[src/rtl/timed_cmd_pkg.sv]
package timed_cmd_pkg;
  localparam int TS_W = 32;

  localparam logic [7:0] OP_REG    = 8'h01;
  localparam logic [7:0] OP_SPI_WR = 8'h02;
  localparam logic [7:0] OP_SPI_RD = 8'h03;
  localparam logic [7:0] OP_I2C_WR = 8'h04;
  localparam logic [7:0] OP_I2C_RD = 8'h05;

  typedef enum logic [2:0] {
    S_OP, S_TS, S_A0, S_A1, S_WAIT, S_BUSY, S_RSP, S_SKIP
  } seq_state_e;

  function automatic logic op_known(input logic [7:0] op);
    return (op >= OP_REG) && (op <= OP_I2C_RD);
  endfunction

  function automatic logic op_two_args(input logic [7:0] op);
    return op == OP_REG;
  endfunction

  function automatic logic op_is_read(input logic [7:0] op);
    return (op == OP_SPI_RD) || (op == OP_I2C_RD);
  endfunction

  // 0 selects the SPI port, 1 the I2C port
  function automatic logic op_port(input logic [7:0] op);
    return (op == OP_I2C_WR) || (op == OP_I2C_RD);
  endfunction

  // wrap-aware: now is at or after ts
  function automatic logic time_reached(input logic [TS_W-1:0] now, input logic [TS_W-1:0] ts);
    logic [TS_W-1:0] d;
    d = now - ts;
    return !d[TS_W-1];
  endfunction

  // wrap-aware: now is strictly after ts
  function automatic logic time_past(input logic [TS_W-1:0] now, input logic [TS_W-1:0] ts);
    logic [TS_W-1:0] d;
    d = now - ts;
    return !d[TS_W-1] && (d != '0);
  endfunction
endpackage

[src/rtl/cmd_regfile.sv]
module cmd_regfile #(
  parameter int N_REGS = 4,
  parameter int DATA_W = 32,
  localparam int AW = (N_REGS > 1) ? $clog2(N_REGS) : 1
) (
  input  logic                     clk,
  input  logic                     rst_n,
  input  logic                     we,
  input  logic [AW-1:0]            addr,
  input  logic [DATA_W-1:0]        wdata,
  output logic [N_REGS*DATA_W-1:0] bank
);
  for (genvar g = 0; g < N_REGS; g++) begin : g_reg
    logic [DATA_W-1:0] q;
    always_ff @(posedge clk or negedge rst_n) begin
      if (!rst_n)                       q <= '0;
      else if (we && (addr == AW'(g)))  q <= wdata;
    end
    assign bank[g*DATA_W +: DATA_W] = q;
  end
endmodule

[src/rtl/cmd_bus_port.sv]
module cmd_bus_port #(
  parameter int DATA_W = 32
) (
  input  logic              clk,
  input  logic              rst_n,
  input  logic              start,
  input  logic              start_we,
  input  logic [DATA_W-1:0] start_wdata,
  output logic              req,
  output logic              we,
  output logic [DATA_W-1:0] wdata,
  input  logic              ack,
  input  logic              done,
  input  logic [DATA_W-1:0] rdata,
  output logic              finish,
  output logic [DATA_W-1:0] result
);
  typedef enum logic [1:0] {P_IDLE, P_REQ, P_DONE} port_state_e;
  port_state_e st;

  always_ff @(posedge clk or negedge rst_n) begin
    if (!rst_n) begin
      st <= P_IDLE; req <= 1'b0; we <= 1'b0; wdata <= '0;
      finish <= 1'b0; result <= '0;
    end else begin
      finish <= 1'b0;
      case (st)
        P_IDLE: if (start) begin
          req <= 1'b1; we <= start_we; wdata <= start_wdata; st <= P_REQ;
        end
        P_REQ: if (ack) begin
          req <= 1'b0;
          if (we) begin finish <= 1'b1; st <= P_IDLE; end
          else    st <= P_DONE;
        end
        P_DONE: if (done) begin
          result <= rdata; finish <= 1'b1; st <= P_IDLE;
        end
        default: st <= P_IDLE;
      endcase
    end
  end

  // request must not drop or change before it is acknowledged
  assert_req_held_R5: assert property (@(posedge clk) disable iff (!rst_n)
    req && !ack |=> req && $stable(wdata) && $stable(we));
endmodule

[src/rtl/timed_cmd_exec.sv]
module timed_cmd_exec
  import timed_cmd_pkg::*;
#(
  parameter int N_REGS = 4,
  parameter int DATA_W = 32,
  localparam int AW = (N_REGS > 1) ? $clog2(N_REGS) : 1
) (
  input  logic                     clk,
  input  logic                     rst_n,
  input  logic [TS_W-1:0]          time_now,
  input  logic                     in_valid,
  output logic                     in_ready,
  input  logic [31:0]              in_data,
  input  logic                     in_last,
  output logic                     spi_req,
  output logic                     spi_we,
  output logic [DATA_W-1:0]        spi_wdata,
  input  logic                     spi_ack,
  input  logic                     spi_done,
  input  logic [DATA_W-1:0]        spi_rdata,
  output logic                     i2c_req,
  output logic                     i2c_we,
  output logic [DATA_W-1:0]        i2c_wdata,
  input  logic                     i2c_ack,
  input  logic                     i2c_done,
  input  logic [DATA_W-1:0]        i2c_rdata,
  output logic                     rsp_valid,
  input  logic                     rsp_ready,
  output logic [7:0]               rsp_op,
  output logic [DATA_W-1:0]        rsp_data,
  output logic [N_REGS*DATA_W-1:0] reg_bank,
  output logic                     fire,
  output logic [7:0]               fire_op,
  output logic                     late_seen,
  output logic                     bad_op_seen
);
  seq_state_e        st;
  logic [7:0]        op_q;
  logic [TS_W-1:0]   ts_q;
  logic [DATA_W-1:0] a0_q, a1_q;

  // named internal events
  logic accept, last_arg, reached, reg_we, issue, finish_any;
  logic [1:0] p_start, p_req, p_we, p_ack, p_done, p_finish;
  logic [DATA_W-1:0] p_wdata [2];
  logic [DATA_W-1:0] p_rdata [2];
  logic [DATA_W-1:0] p_result [2];
  logic [DATA_W-1:0] result_sel;

  assign in_ready   = (st == S_OP) || (st == S_TS) || (st == S_A0) ||
                      (st == S_A1) || (st == S_SKIP);
  assign accept     = in_valid && in_ready;
  assign last_arg   = accept && (((st == S_A0) && !op_two_args(op_q)) || (st == S_A1));
  assign reached    = time_reached(time_now, ts_q);
  assign fire       = (st == S_WAIT) && reached;
  assign fire_op    = op_q;
  assign reg_we     = fire && (op_q == OP_REG);
  assign issue      = fire && (op_q != OP_REG);
  assign finish_any = |p_finish;
  assign result_sel = p_finish[1] ? p_result[1] : p_result[0];
  assign rsp_op     = op_q;

  always_ff @(posedge clk or negedge rst_n) begin
    if (!rst_n) begin
      st <= S_OP; op_q <= '0; ts_q <= '0; a0_q <= '0; a1_q <= '0;
      rsp_valid <= 1'b0; rsp_data <= '0; late_seen <= 1'b0; bad_op_seen <= 1'b0;
    end else begin
      if (last_arg && time_past(time_now, ts_q)) late_seen <= 1'b1;
      case (st)
        S_OP: if (accept) begin
          op_q <= in_data[7:0];
          if (op_known(in_data[7:0])) st <= S_TS;
          else begin
            bad_op_seen <= 1'b1;
            st <= in_last ? S_OP : S_SKIP;
          end
        end
        S_TS: if (accept) begin ts_q <= in_data; st <= S_A0; end
        S_A0: if (accept) begin
          a0_q <= in_data;
          st <= op_two_args(op_q) ? S_A1 : S_WAIT;
        end
        S_A1: if (accept) begin a1_q <= in_data; st <= S_WAIT; end
        S_WAIT: if (reached) st <= (op_q == OP_REG) ? S_OP : S_BUSY;
        S_BUSY: if (finish_any) begin
          if (op_is_read(op_q)) begin
            rsp_data <= result_sel; rsp_valid <= 1'b1; st <= S_RSP;
          end else st <= S_OP;
        end
        S_RSP: if (rsp_ready) begin rsp_valid <= 1'b0; st <= S_OP; end
        S_SKIP: if (accept && in_last) st <= S_OP;
        default: st <= S_OP;
      endcase
    end
  end

  cmd_regfile #(.N_REGS(N_REGS), .DATA_W(DATA_W)) u_regs (
    .clk(clk), .rst_n(rst_n), .we(reg_we), .addr(a0_q[AW-1:0]),
    .wdata(a1_q), .bank(reg_bank));

  assign p_ack  = {i2c_ack, spi_ack};
  assign p_done = {i2c_done, spi_done};
  assign p_rdata[0] = spi_rdata;
  assign p_rdata[1] = i2c_rdata;

  for (genvar g = 0; g < 2; g++) begin : g_port
    assign p_start[g] = issue && (op_port(op_q) == g[0]);
    cmd_bus_port #(.DATA_W(DATA_W)) u_port (
      .clk(clk), .rst_n(rst_n), .start(p_start[g]), .start_we(!op_is_read(op_q)),
      .start_wdata(a0_q), .req(p_req[g]), .we(p_we[g]), .wdata(p_wdata[g]),
      .ack(p_ack[g]), .done(p_done[g]), .rdata(p_rdata[g]),
      .finish(p_finish[g]), .result(p_result[g]));
  end

  assign spi_req = p_req[0];  assign spi_we = p_we[0];  assign spi_wdata = p_wdata[0];
  assign i2c_req = p_req[1];  assign i2c_we = p_we[1];  assign i2c_wdata = p_wdata[1];

  assert_one_master_R6: assert property (@(posedge clk) disable iff (!rst_n)
    !(spi_req && i2c_req));
  assert_no_input_while_busy_R9: assert property (@(posedge clk) disable iff (!rst_n)
    (spi_req || i2c_req || rsp_valid) |-> !in_ready);
  assert_rsp_held_R7: assert property (@(posedge clk) disable iff (!rst_n)
    rsp_valid && !rsp_ready |=> rsp_valid && $stable(rsp_data) && $stable(rsp_op));
  assert_rsp_is_read_R7: assert property (@(posedge clk) disable iff (!rst_n)
    rsp_valid |-> (rsp_op == OP_SPI_RD) || (rsp_op == OP_I2C_RD));
  assert_bad_sticky_R8: assert property (@(posedge clk) disable iff (!rst_n)
    bad_op_seen |=> bad_op_seen);
  assert_late_sticky_R4: assert property (@(posedge clk) disable iff (!rst_n)
    late_seen |=> late_seen);
endmodule

[config.mk]
export PLATFORM = sky130hd
export DESIGN_NAME = timed_cmd_exec
export DESIGN_NICKNAME = d
export VERILOG_FILES = /design/src/rtl/timed_cmd_pkg.sv /design/src/rtl/cmd_regfile.sv /design/src/rtl/cmd_bus_port.sv /design/src/rtl/timed_cmd_exec.sv
export SDC_FILE = /design/constraint.sdc
export NUM_CORES = 1
export LEC_CHECK = 0
export BUFFER_PORTS_ARGS = -buffer_cell sky130_fd_sc_hd__buf_2
export CORE_AREA = 2 2 171 206
export DETAILED_ROUTE_END_ITERATION = 8
export DIE_AREA = 0 0 173 208
export GPL_ROUTABILITY_DRIVEN = 0
export GPL_TIMING_DRIVEN = 0
export PLACE_DENSITY = 0.82
export SETUP_SLACK_MARGIN = 0.1
export SYNTH_ARGS = -nofsm -noshare
export SYNTH_HDL_FRONTEND = slang
export SYNTH_SLANG_ARGS = --single-unit
[constraint.sdc]
create_clock -name clk -period 4.6 [get_ports clk]
set_input_delay 0.92 -clock clk [delete_from_list [all_inputs] [get_ports clk]]
set_output_delay 0.92 -clock clk [all_outputs]
set_load 0.02 [all_outputs]
==> results of run 1 <==
-- cell type report --
cell class,instances,area [sq um]
clock buffers,56,1197
flip-flops and latches,408,10210
diodes,6,15.01
fillers,2579,11760
inverters,53,198.9
repair buffers,390,2037
clock inverters,16,150.1
multi-input cells,879,7370
plain buffers,74,384.1
well taps,456,570.5
-- cell usage after synthesis (all sizes together) (7+ instances only) --
cell    number
buf         39
ha          37
nor3        17
xnor2       10
clkbuf      40
nor2b        7
a21oi       40
mux2i       40
a21o        11
nand4        9
nand2      113
dfrtp      408
a31oi       12
nor2        34
o21a         7
mux2       331
nand3       24
inv         53
o21ai       80
-- worst max path at each step --
stage	endpoint	startpoint	slack, ns	depth (start not counted)
floorplan	fire	time_now[4]	0.62	9
detailed placement	u_regs.g_reg[3].q[5]	time_now[10]	-0.11	13
global route	fire	time_now[6]	0.10	11
global placement	u_regs.g_reg[3].q[16]	rst_n	-5.04	1
CTS	fire	time_now[4]	0.11	11
finish	fire	time_now[20]	0.19	11
-- per-stage QoR --
step | hold WS [ns] | utilization (%) | setup TNS [ns]
final | 0.2961 | 65.31 | 0
after global routing | 0.3256 | 65.30 | 0
after CTS | 0.3015 | 65.21 | 0
after detailed placement | 0.4388 | 61.22 | -2.125
after global placement | 0.4390 | 60.95 | -2038.97
after floorplan | 0.4693 | - | 0
-- sequential cells by signal, summed over array words and instances (netlist names), 3 cells and up --
| register | cells |
|---|---|
| fire_op | 8 |
| rsp_data | 32 |
| a0_q | 32 |
| g_port.u_port.wdata | 64 |
| u_regs.g.q | 128 |
| g_port.u_port.result | 64 |
| g_port.u_port.st | 4 |
| a1_q | 32 |
| ts_q | 32 |
| st | 3 |
-- cells by family after synthesis --
kind of cell / Yosys count / synth area share [%]
flip-flops: 408 / 56.23
AO/OA/AOI/OAI: 212 / 7.312
XOR/XNOR: 15 / 0.7236
adder cells (fa/ha/maj): 38 / 2.660
AND/OR/NAND/NOR: 243 / 6.498
buffers and inverters: 132 / 3.280
multiplexers: 371 / 23.29
-- metal layers --
metal / GRT usage, % / vias up / share of wire [%]
li1: - / 5903 / -
met1: 32.39 / 6484 / 41
met2: 44.14 / 431 / 49
met3: 5.519 / 127 / 5.9
met4: 10.70 / 16 / 3.9
met5: 0 / - / 0.20
-- critical path, delay by kind of cell --
kind,cells,cell delay [ns]
fa+ha+maj,1,0.26
buf+inv,4,0.72
compound gates,2,0.41
simple gates,4,1.17
-- layout by cell type, fill, tap and decap left out, drive strengths merged, types with 5 or more instances in the layout --
| master | netlist | final |
|---|---|---|
| diode | 0 | 6 |
| nor3 | 17 | 17 |
| clkinv | 0 | 8 |
| inv | 53 | 55 |
| nand2 | 113 | 113 |
| a21o | 11 | 11 |
| nand3 | 24 | 24 |
| clkbuf | 40 | 91 |
| buf | 39 | 429 |
| and2 | 5 | 5 |
| a31oi | 12 | 12 |
| nor4 | 5 | 5 |
| xor2 | 5 | 5 |
| mux2i | 40 | 40 |
| mux2 | 331 | 331 |
| nand4 | 9 | 9 |
| ha | 37 | 37 |
| o22ai | 6 | 6 |
| o211ai | 6 | 6 |
| o21ai | 80 | 80 |
| xnor2 | 10 | 10 |
| o21a | 7 | 7 |
| dfrtp | 408 | 408 |
| nor2b | 7 | 7 |
| a21oi | 40 | 40 |
| a211oi | 6 | 6 |
| nor2 | 34 | 34 |
-- where the power goes --
part / switching (mW) / internal, mW / total, mW
sequential: 0.721 / 4.66 / 5.38
clock: 1.39 / 1.95 / 3.33
combinational: 2.59 / 2.05 / 4.64
-- what timing repair did --
action                     in CTS  in global routing
pin swaps                       0                  3
setup endpoints to repair       1                  1
buffers inserted                0                  2
gates resized for setup         4                  6
==> results.py, run 1 <==
metrics = {
    "status": {
        "status": "finished clean",
    },
    "timing": {
        "finClkSkew_ns": 0.01898,
        "slew_viol_final": 0,
        "post-route-worst-setup-slack_ns": 0.1916,
        "slew-limit-headroom_pct": 15.46,
        "rsz0062_at_grt": "false",
        "finalSetupViolCount": 0,
        "hold_violations": 0,
        "tightest_slew_ns": 1.258,
        "clock.fmax_mhz": 226.8,
        "period_share_pct": 95.84,
        "period_needed_ns": 4.408,
    },
    "yosys": {
        "yosys.area.top_type_share_pct": 56.23,
        "synth.distinct_cells": 68,
        "ys_warn_count": 0,
        "yosysSeqAreaShare_pct": 56.23,
        "synth_area_leaders": "dfrtp_1 56%, mux2_2 18%, ha_1 2.5%",
        "synth_top_cell_by_area": "dfrtp_1",
        "syn_area_sq_um": 18160,
        "syn_inst": 1419,
        "avgSynthCellArea_sq_um": 12.80,
        "synth_edf_count": 0,
        "synth_ff_type": "dfrtp_1",
        "synth_nets": 1594,
        "synth.ff_latch_count": 408,
        "synthArstFlopShare_pct": 100.0,
    },
    "clock_tree": {
        "clk_pin_slew_ns": 0.06,
        "clk_latency_ns": 0.55,
        "clkSinkCount": 408,
        "cts_tree": "done",
        "cts_root_buf": "clkbuf_16",
        "h-tree-depth": 2,
        "ctsLongestPathBuffers": 3,
        "cts_buffers": 42,
        "cts_hold_buf": 0,
    },
    "route": {
        "routedWlPerCell_um": 20.10,
        "firstDrtPassIters": 5,
        "finalWirelength_um": 47000,
        "routed_via_density": 5.544,
        "drc": 0,
        "drtIter0Drc": 923,
        "routed-via-count": 12960,
        "drtAntennaViolNets": 0,
    },
    "critical_path": {
        "rr_worst_depth": 13,
        "critPathKind": "input pin to primary output",
        "crit_chain": "buf_2 > ha_1 > clkbuf_1 > nand4_1 > nor2_1 > o2bb2ai_1 > a211o_1 > or3b_1 > and4b_2 > buf_8 > buf_4",
        "rr_startpoint": "ts_q[8]",
        "arrival_ns": 3.49,
        "cp-end-kind": "primary output",
        "cp_max_fo": 10,
        "timing.rr.end": "u_regs.g_reg[3].q[0]",
        "cp_slowest_cell": "or3b_1",
        "r2r_slack_ns": 0.49,
        "max_stage_delay_ns": 0.43,
        "start_kind": "input pin",
        "cp.required_ns": 3.68,
    },
    "floorplan": {
        "die_w_um": 173,
        "num_io_pins": 386,
        "core_area_sq_um": 33890,
        "die_h_um": 208,
        "die_area_sq_um": 35980,
        "rows": 74,
        "start_util_pct": 53.58,
    },
    "worst_hold_path": {
        "hp-class": "input pin to asynchronous set/reset pin",
    },
    "global_routing": {
        "grt_max_degree": 127,
        "track_usage_pct": 25.98,
        "antenna_found_initial": 14,
        "grt_overflow": 0,
        "grt_pass1_vias": 13590,
        "grt_pass1_wl_um": 73920,
    },
    "cells_and_area": {
        "layout.nets": 2023,
        "final_cells": 2338,
        "final_layout_size_suffix_gt1_share_pct": 43.60,
        "final_area_sq_um": 22130,
        "area_delta_synth_final_pct": 21.90,
    },
    "placement": {
        "place_ws_ns": -0.1090,
        "dp_hpwl_um": 34130,
        "place_area_sq_um": 20750,
        "dp_cells": 2263,
        "portBuffers": 385,
    },
    "power_and_ir_drop": {
        "total_leakage_power_nw": 11.31,
        "vdd_drop_max_mv": 0.3231,
        "total_power_mw": 13.35,
        "power.density_nw_per_um2": 603.2,
    },
    "job": {
        "maxCapViolations": 0,
    },
}
Note: power is estimated with default switching activity, not from simulation.
==> run 2, diff against run 1 <==
--- a/config.mk
+++ b/config.mk
@@ -11,7 +11,7 @@
 export DIE_AREA = 0 0 173 208
 export GPL_ROUTABILITY_DRIVEN = 0
 export GPL_TIMING_DRIVEN = 0
-export PLACE_DENSITY = 0.82
+export PLACE_DENSITY = 0.88
 export SETUP_SLACK_MARGIN = 0.1
 export SYNTH_ARGS = -nofsm -noshare
 export SYNTH_HDL_FRONTEND = slang
==> constraint.sdc (replaced) <==
create_clock -name clk -period 5.3 [get_ports clk]
set_input_delay 1.06 -clock clk [delete_from_list [all_inputs] [get_ports clk]]
set_output_delay 1.06 -clock clk [all_outputs]
set_load 0.02 [all_outputs]
==> run 2 against run 1 <==
Compared with the run above:
- non-clock buffer count increased by 3
- routed wire length is 2.5% higher
- sequential power is 13% lower
- highest routed layer unchanged
- first-iteration DRC count rose by 8.6%
- largest cell class unchanged
- flip-flop and latch count did not move
- register-to-register slack improved by 0.72 ns
- clock skew grew 0.0031 ns
- clock power shrank 6.9%
- largest power group unchanged
==> results.py, run 2 (synthesized netlist as in run 1, its figures left out) <==
metrics = {
    "cells_and_area": {
        "largest_register_ffs": 128,
        "seqCellArea_sq_um": 10210,
        "multiInputGateArea_sq_um": 7351,
        "area_delta_synth_final_pct": 22.44,
        "layout.nets": 2027,
        "final_layout_size_suffix_gt1_share_pct": 43.25,
        "fill_cells": 2492,
        "top_register": "u_regs.g.q",
        "top_regs": "u_regs.g.q (128), g_port.u_port.result (64), g_port.u_port.wdata (64)",
        "layout_commonest_cell": "dfrtp_1",
        "final_cells": 2349,
        "final_area_sq_um": 22230,
        "final_cell_mix": "408 x dfrtp_1, 398 x buf_2, 291 x mux2_2",
    },
    "clock_tree": {
        "clk_latency_ns": 0.54,
        "postCtsSetupBuffers": 0,
        "h-tree-depth": 2,
        "cts_root_buf": "clkbuf_16",
        "clk_pin_slew_ns": 0.06,
        "post_cts_resized": 0,
        "clkSinkCount": 408,
        "ctsLongestPathBuffers": 3,
        "cts_tree": "done",
        "cts_buffers": 43,
        "cts_hold_buf": 0,
    },
    "floorplan": {
        "die_area_sq_um": 35980,
        "die_h_um": 208,
        "num_io_pins": 386,
        "rows": 74,
        "core_area_sq_um": 33890,
        "start_util_pct": 53.58,
        "die_w_um": 173,
    },
    "power_and_ir_drop": {
        "clkPwrFrac_pct": 26.2,
        "total_leakage_power_nw": 11.36,
        "p_comb_share_pct": 34.1,
        "p_sw_share_pct": 34.97,
        "seq_power_share_pct": 39.7,
        "power.density_nw_per_um2": 531.0,
        "vdd_drop_max_mv": 0.2639,
        "p_int_mw": 7.677,
        "power_switching_mw": 4.128,
    },
    "critical_path": {
        "cp.required_ns": 4.24,
        "cp_max_fo": 10,
        "cp-end-kind": "primary output",
        "critPathKind": "input pin to primary output",
        "start_kind": "input pin",
        "arrival_ns": 3.83,
    },
    "placement": {
        "dp_hpwl_um": 34890,
        "portBuffers": 385,
        "dp_cells": 2263,
        "place_ws_ns": 0.4839,
        "place_area_sq_um": 20750,
    },
    "job": {
        "maxCapViolations": 0,
    },
    "route": {
        "finalWirelength_um": 48170,
        "drtAntennaViolNets": 0,
        "routedWlPerCell_um": 20.50,
        "drtIter0Drc": 1002,
        "routed-via-count": 13190,
        "drc": 0,
        "routed_via_density": 5.614,
        "firstDrtPassIters": 5,
    },
    "global_routing": {
        "track_usage_pct": 26.45,
        "grt_max_degree": 125,
        "grt_overflow": 0,
        "grt_pass1_vias": 13780,
        "antenna_found_initial": 17,
        "grt_pass1_wl_um": 75660,
    },
    "timing": {
        "finalSetupViolCount": 0,
        "finClkSkew_ns": 0.02210,
        "slew_viol_final": 0,
        "period_share_pct": 92.26,
        "holdWs_ns": 0.4472,
        "post-route-worst-setup-slack_ns": 0.4104,
        "clock.fmax_mhz": 204.5,
        "period_needed_ns": 4.890,
        "tightest_slew_ns": 1.256,
        "rsz0062_at_grt": "false",
        "slew-limit-headroom_pct": 15.63,
        "hold_violations": 0,
    },
    "worst_hold_path": {
        "hp-class": "input pin to asynchronous set/reset pin",
    },
    "status": {
        "status": "finished clean",
    },
}
## run 2: cell count changes in the layout (fill, tap and decap cells not counted), sizes merged
cell / before / now
diode: 6 / 11
clkinvlp: 4 / 2
bufinv: 2 / 5
buf: 429 / 427
clkbuf: 91 / 99
clkinv: 8 / 7
## run 2: critical path, stage by stage
cell and delay (ns):
buf_2 0.10, ha_1 0.28, clkbuf_1 0.20, a21oi_1 0.36, o21ai_1 0.17, nor3b_1 0.19
a21o_1 0.20, a211o_1 0.36, or3b_1 0.23, and4b_1 0.29, buf_6 0.19, buf_2 0.20
## run 2: layout make-up
class / count / area share (%)
Clock buffer: 59 / 5.572
Clock inverter: 16 / 0.9793
Multi-Input combinational cell: 879 / 33.07
Antenna cell: 11 / 0.1238
Tap cell: 456 / 2.567
Buffer: 79 / 1.784
Inverter: 53 / 0.8949
Sequential cell: 408 / 45.93
Timing Repair Buffer: 388 / 9.084
## run 2: path summary, 6_finish.rpt
kind                              start                           to  slack, ns  cells after the start
max                        time_now[10]                         fire       0.41                     12
min                               rst_n  g_port[0].u_port.result[21]       0.45                      1
max reg2reg                    ts_q[10]         u_regs.g_reg[3].q[4]       1.21                     13
max in group asynchronous         rst_n        u_regs.g_reg[0].q[15]       3.32                      3
min reg2reg                 bad_op_seen                  bad_op_seen       0.45                      1
min in group clk            bad_op_seen                  bad_op_seen       0.45                      1
## run 2: metal layers
metal  wire [um]  vias to the layer above  GRT usage (%)
met5          89                        -              0
met4        1834                       12          10.78
met3        3029                      131          5.683
met2       24360                      500          45.72
met1       18850                     6621          32.24
li1            -                     5923              -
## run 2: through the flow
step	total power, mW	TNS (ns)	util, %
floorplan	7.396	0	-
CTS	11.85	0	65.52
global placement	8.455	-1780.63	60.95
finish	11.80	0	65.60
detailed placement	8.698	0	61.22
global route	12.45	0	65.56
## run 2: power groups by stage
stage	logic (mW)	registers (mW)	clock network, mW
global placement	3.81	4.64	0
finish	4.02	4.68	3.10
CTS	4.00	4.68	3.16
floorplan	2.51	4.89	0
global route	4.36	4.80	3.29
detailed placement	3.97	4.73	0
==> run 3, diff against run 2 <==
--- a/config.mk
+++ b/config.mk
@@ -6,12 +6,14 @@
 export NUM_CORES = 1
 export LEC_CHECK = 0
 export BUFFER_PORTS_ARGS = -buffer_cell sky130_fd_sc_hd__buf_2
-export CORE_AREA = 2 2 171 206
+export CELL_PAD_IN_SITES_DETAIL_PLACEMENT = 0
+export CELL_PAD_IN_SITES_GLOBAL_PLACEMENT = 1
+export CORE_AREA = 2 2 183 221
 export DETAILED_ROUTE_END_ITERATION = 8
-export DIE_AREA = 0 0 173 208
+export DIE_AREA = 0 0 185 223
 export GPL_ROUTABILITY_DRIVEN = 0
 export GPL_TIMING_DRIVEN = 0
-export PLACE_DENSITY = 0.88
+export PLACE_DENSITY = 0.94
 export SETUP_SLACK_MARGIN = 0.1
 export SYNTH_ARGS = -nofsm -noshare
 export SYNTH_HDL_FRONTEND = slang
==> run 3 against run 2 <==
Compared with the run above:
- sequential share of layout area about the same
- clock power down 6%
- maximum frequency down 0.51%
- clock-buffer cell count down 4
- critical path type unchanged
- critical endpoint unchanged
- largest power group unchanged
==> results.py, run 3 (synthesized netlist as in run 1, its figures left out) <==
metrics = {
    "status": {
        "status": "finished clean",
    },
    "clock_tree": {
        "clk_latency_ns": 0.54,
        "cts_buffers": 42,
        "clkSinkCount": 408,
        "clk_pin_slew_ns": 0.07,
        "postCtsSetupBuffers": 0,
        "cts_hold_buf": 0,
        "cts_tree": "done",
        "ctsLongestPathBuffers": 3,
        "h-tree-depth": 2,
        "post_cts_resized": 0,
        "cts_root_buf": "clkbuf_16",
    },
    "route": {
        "drtIter0Drc": 713,
        "drc": 0,
        "routed-via-count": 13030,
        "finalWirelength_um": 48610,
        "drtAntennaViolNets": 0,
        "firstDrtPassIters": 7,
        "routed_via_density": 5.386,
        "routedWlPerCell_um": 20.09,
    },
    "timing": {
        "hold_violations": 0,
        "clock.fmax_mhz": 203.5,
        "holdWs_ns": 0.4590,
        "period_share_pct": 92.73,
        "slew_viol_final": 0,
        "tightest_slew_ns": 0.8022,
        "rsz0062_at_grt": "false",
        "period_needed_ns": 4.915,
        "slew-limit-headroom_pct": 46.32,
        "finalSetupViolCount": 0,
        "finClkSkew_ns": 0.01483,
        "post-route-worst-setup-slack_ns": 0.3854,
        "setup-tns-final_ns": 0,
    },
    "critical_path": {
        "cp-end-kind": "primary output",
        "critPathKind": "input pin to primary output",
        "arrival_ns": 3.85,
        "start_kind": "input pin",
        "path_common_cell": "buf_2",
        "cp.required_ns": 4.24,
        "worst-path-buf-inv": 4,
        "max_stage_delay_ns": 0.42,
        "crit_chain": "buf_2 > ha_1 > clkbuf_1 > nand2_1 > o21ai_1 > nor3b_1 > a21o_1 > a211o_1 > or3b_1 > and4b_1 > buf_6 > buf_2",
        "crit_family": "simple AND/OR/NAND/NOR gates",
        "cp_slowest_cell": "or3b_1",
        "cp_max_fo": 10,
    },
    "job": {
        "maxCapViolations": 0,
    },
    "global_routing": {
        "grt_overflow": 0,
        "antenna_found_initial": 7,
        "track_usage_pct": 23.26,
        "grt_pass1_wl_um": 74350,
        "grt_max_degree": 125,
        "grt_pass1_vias": 13230,
    },
    "placement": {
        "place_ws_ns": 0.4264,
        "dp_hpwl_um": 35770,
        "portBuffers": 385,
        "dp_cells": 2340,
    },
    "floorplan": {
        "core_area_sq_um": 39240,
        "rows": 80,
        "die_w_um": 185,
        "start_util_pct": 46.27,
        "num_io_pins": 386,
        "die_h_um": 223,
        "die_area_sq_um": 41260,
    },
    "cells_and_area": {
        "fill_cells": 3283,
        "layout_commonest_cell": "dfrtp_1",
        "multiInputGateArea_sq_um": 7351,
        "top_regs": "u_regs.g.q (128), g_port.u_port.result (64), g_port.u_port.wdata (64)",
        "top_register": "u_regs.g.q",
        "final_cells": 2420,
        "final_layout_size_suffix_gt1_share_pct": 43.25,
        "utilization_pct": 56.62,
        "final_cell_mix": "408 x dfrtp_1, 398 x buf_2, 291 x mux2_2",
        "area_delta_synth_final_pct": 22.37,
        "seqCellArea_sq_um": 10210,
        "largest_register_ffs": 128,
        "layout.nets": 2027,
    },
    "power_and_ir_drop": {
        "vdd_drop_max_mv": 0.2934,
        "total_leakage_power_nw": 11.31,
        "power.density_nw_per_um2": 523.3,
    },
    "worst_hold_path": {
        "hp-class": "input pin to asynchronous set/reset pin",
    },
}
-- run 3: cell count changes in the layout (fill, tap and decap cells not counted), sizes merged --
cell	before	now
diode	11	5
clkbuf	99	95
clkinvlp	2	5
bufinv	5	3
buf	427	428
clkinv	7	8
inv	55	56
-- run 3: worst reg2reg max path: stages, from the launching register on --
cell,delay (ns)
dfrtp_1,0.33
inv_1,0.06
ha_1,0.27
clkbuf_1,0.29
nand2_1,0.17
o21ai_1,0.21
nor3b_1,0.30
a21o_1,0.19
a211o_1,0.22
or3b_1,0.42
and4b_1,0.27
nand4_1,0.41
buf_2,0.43
mux2_2,0.39
-- run 3: worst paths after layout --
kind,startpoint,to,slack (ns),cells past startpoint
max in group asynchronous,rst_n,g_port[0].u_port.result[13],3.39,3
max reg2reg,ts_q[10],u_regs.g_reg[3].q[17],1.21,13
min,rst_n,ts_q[17],0.46,1
min in group clk,bad_op_seen,bad_op_seen,0.46,1
max,time_now[10],fire,0.39,12
min reg2reg,bad_op_seen,bad_op_seen,0.46,1
-- run 3: through the flow --
stage | cell area [sq um] | power [mW]
floorplan | 18160 | 7.396
global placement | 20750 | 8.538
detailed placement | 20840 | 8.719
CTS | 22200 | 11.68
global route | 22220 | 12.32
finish | 22220 | 11.63
-- run 3: layout make-up --
cell class | instances | area share [%]
sequential | 408 | 45.95
multi-input combinational | 879 | 33.09
timing repair buffer | 389 | 9.123
clock buffer | 55 | 5.226
tap | 533 | 3.002
buffer | 79 | 1.785
inverter | 53 | 0.8954
clock inverter | 19 | 0.8729
antenna | 5 | 0.05632
-- run 3: where the power goes --
group          internal [mW]  switching [mW]  total (mW)
logic                   1.76            2.27        4.03
clock network           1.70            1.23        2.92
registers               4.04           0.636        4.68
-- run 3: routing by layer --
metal	part of all wire (%)	vias to the layer above	track usage (%)
met2	52	405	41.38
met1	39	6579	27.94
met3	5.7	113	4.424
met4	3.5	4	8.321
li1	-	5933	-
met5	0.047	-	0
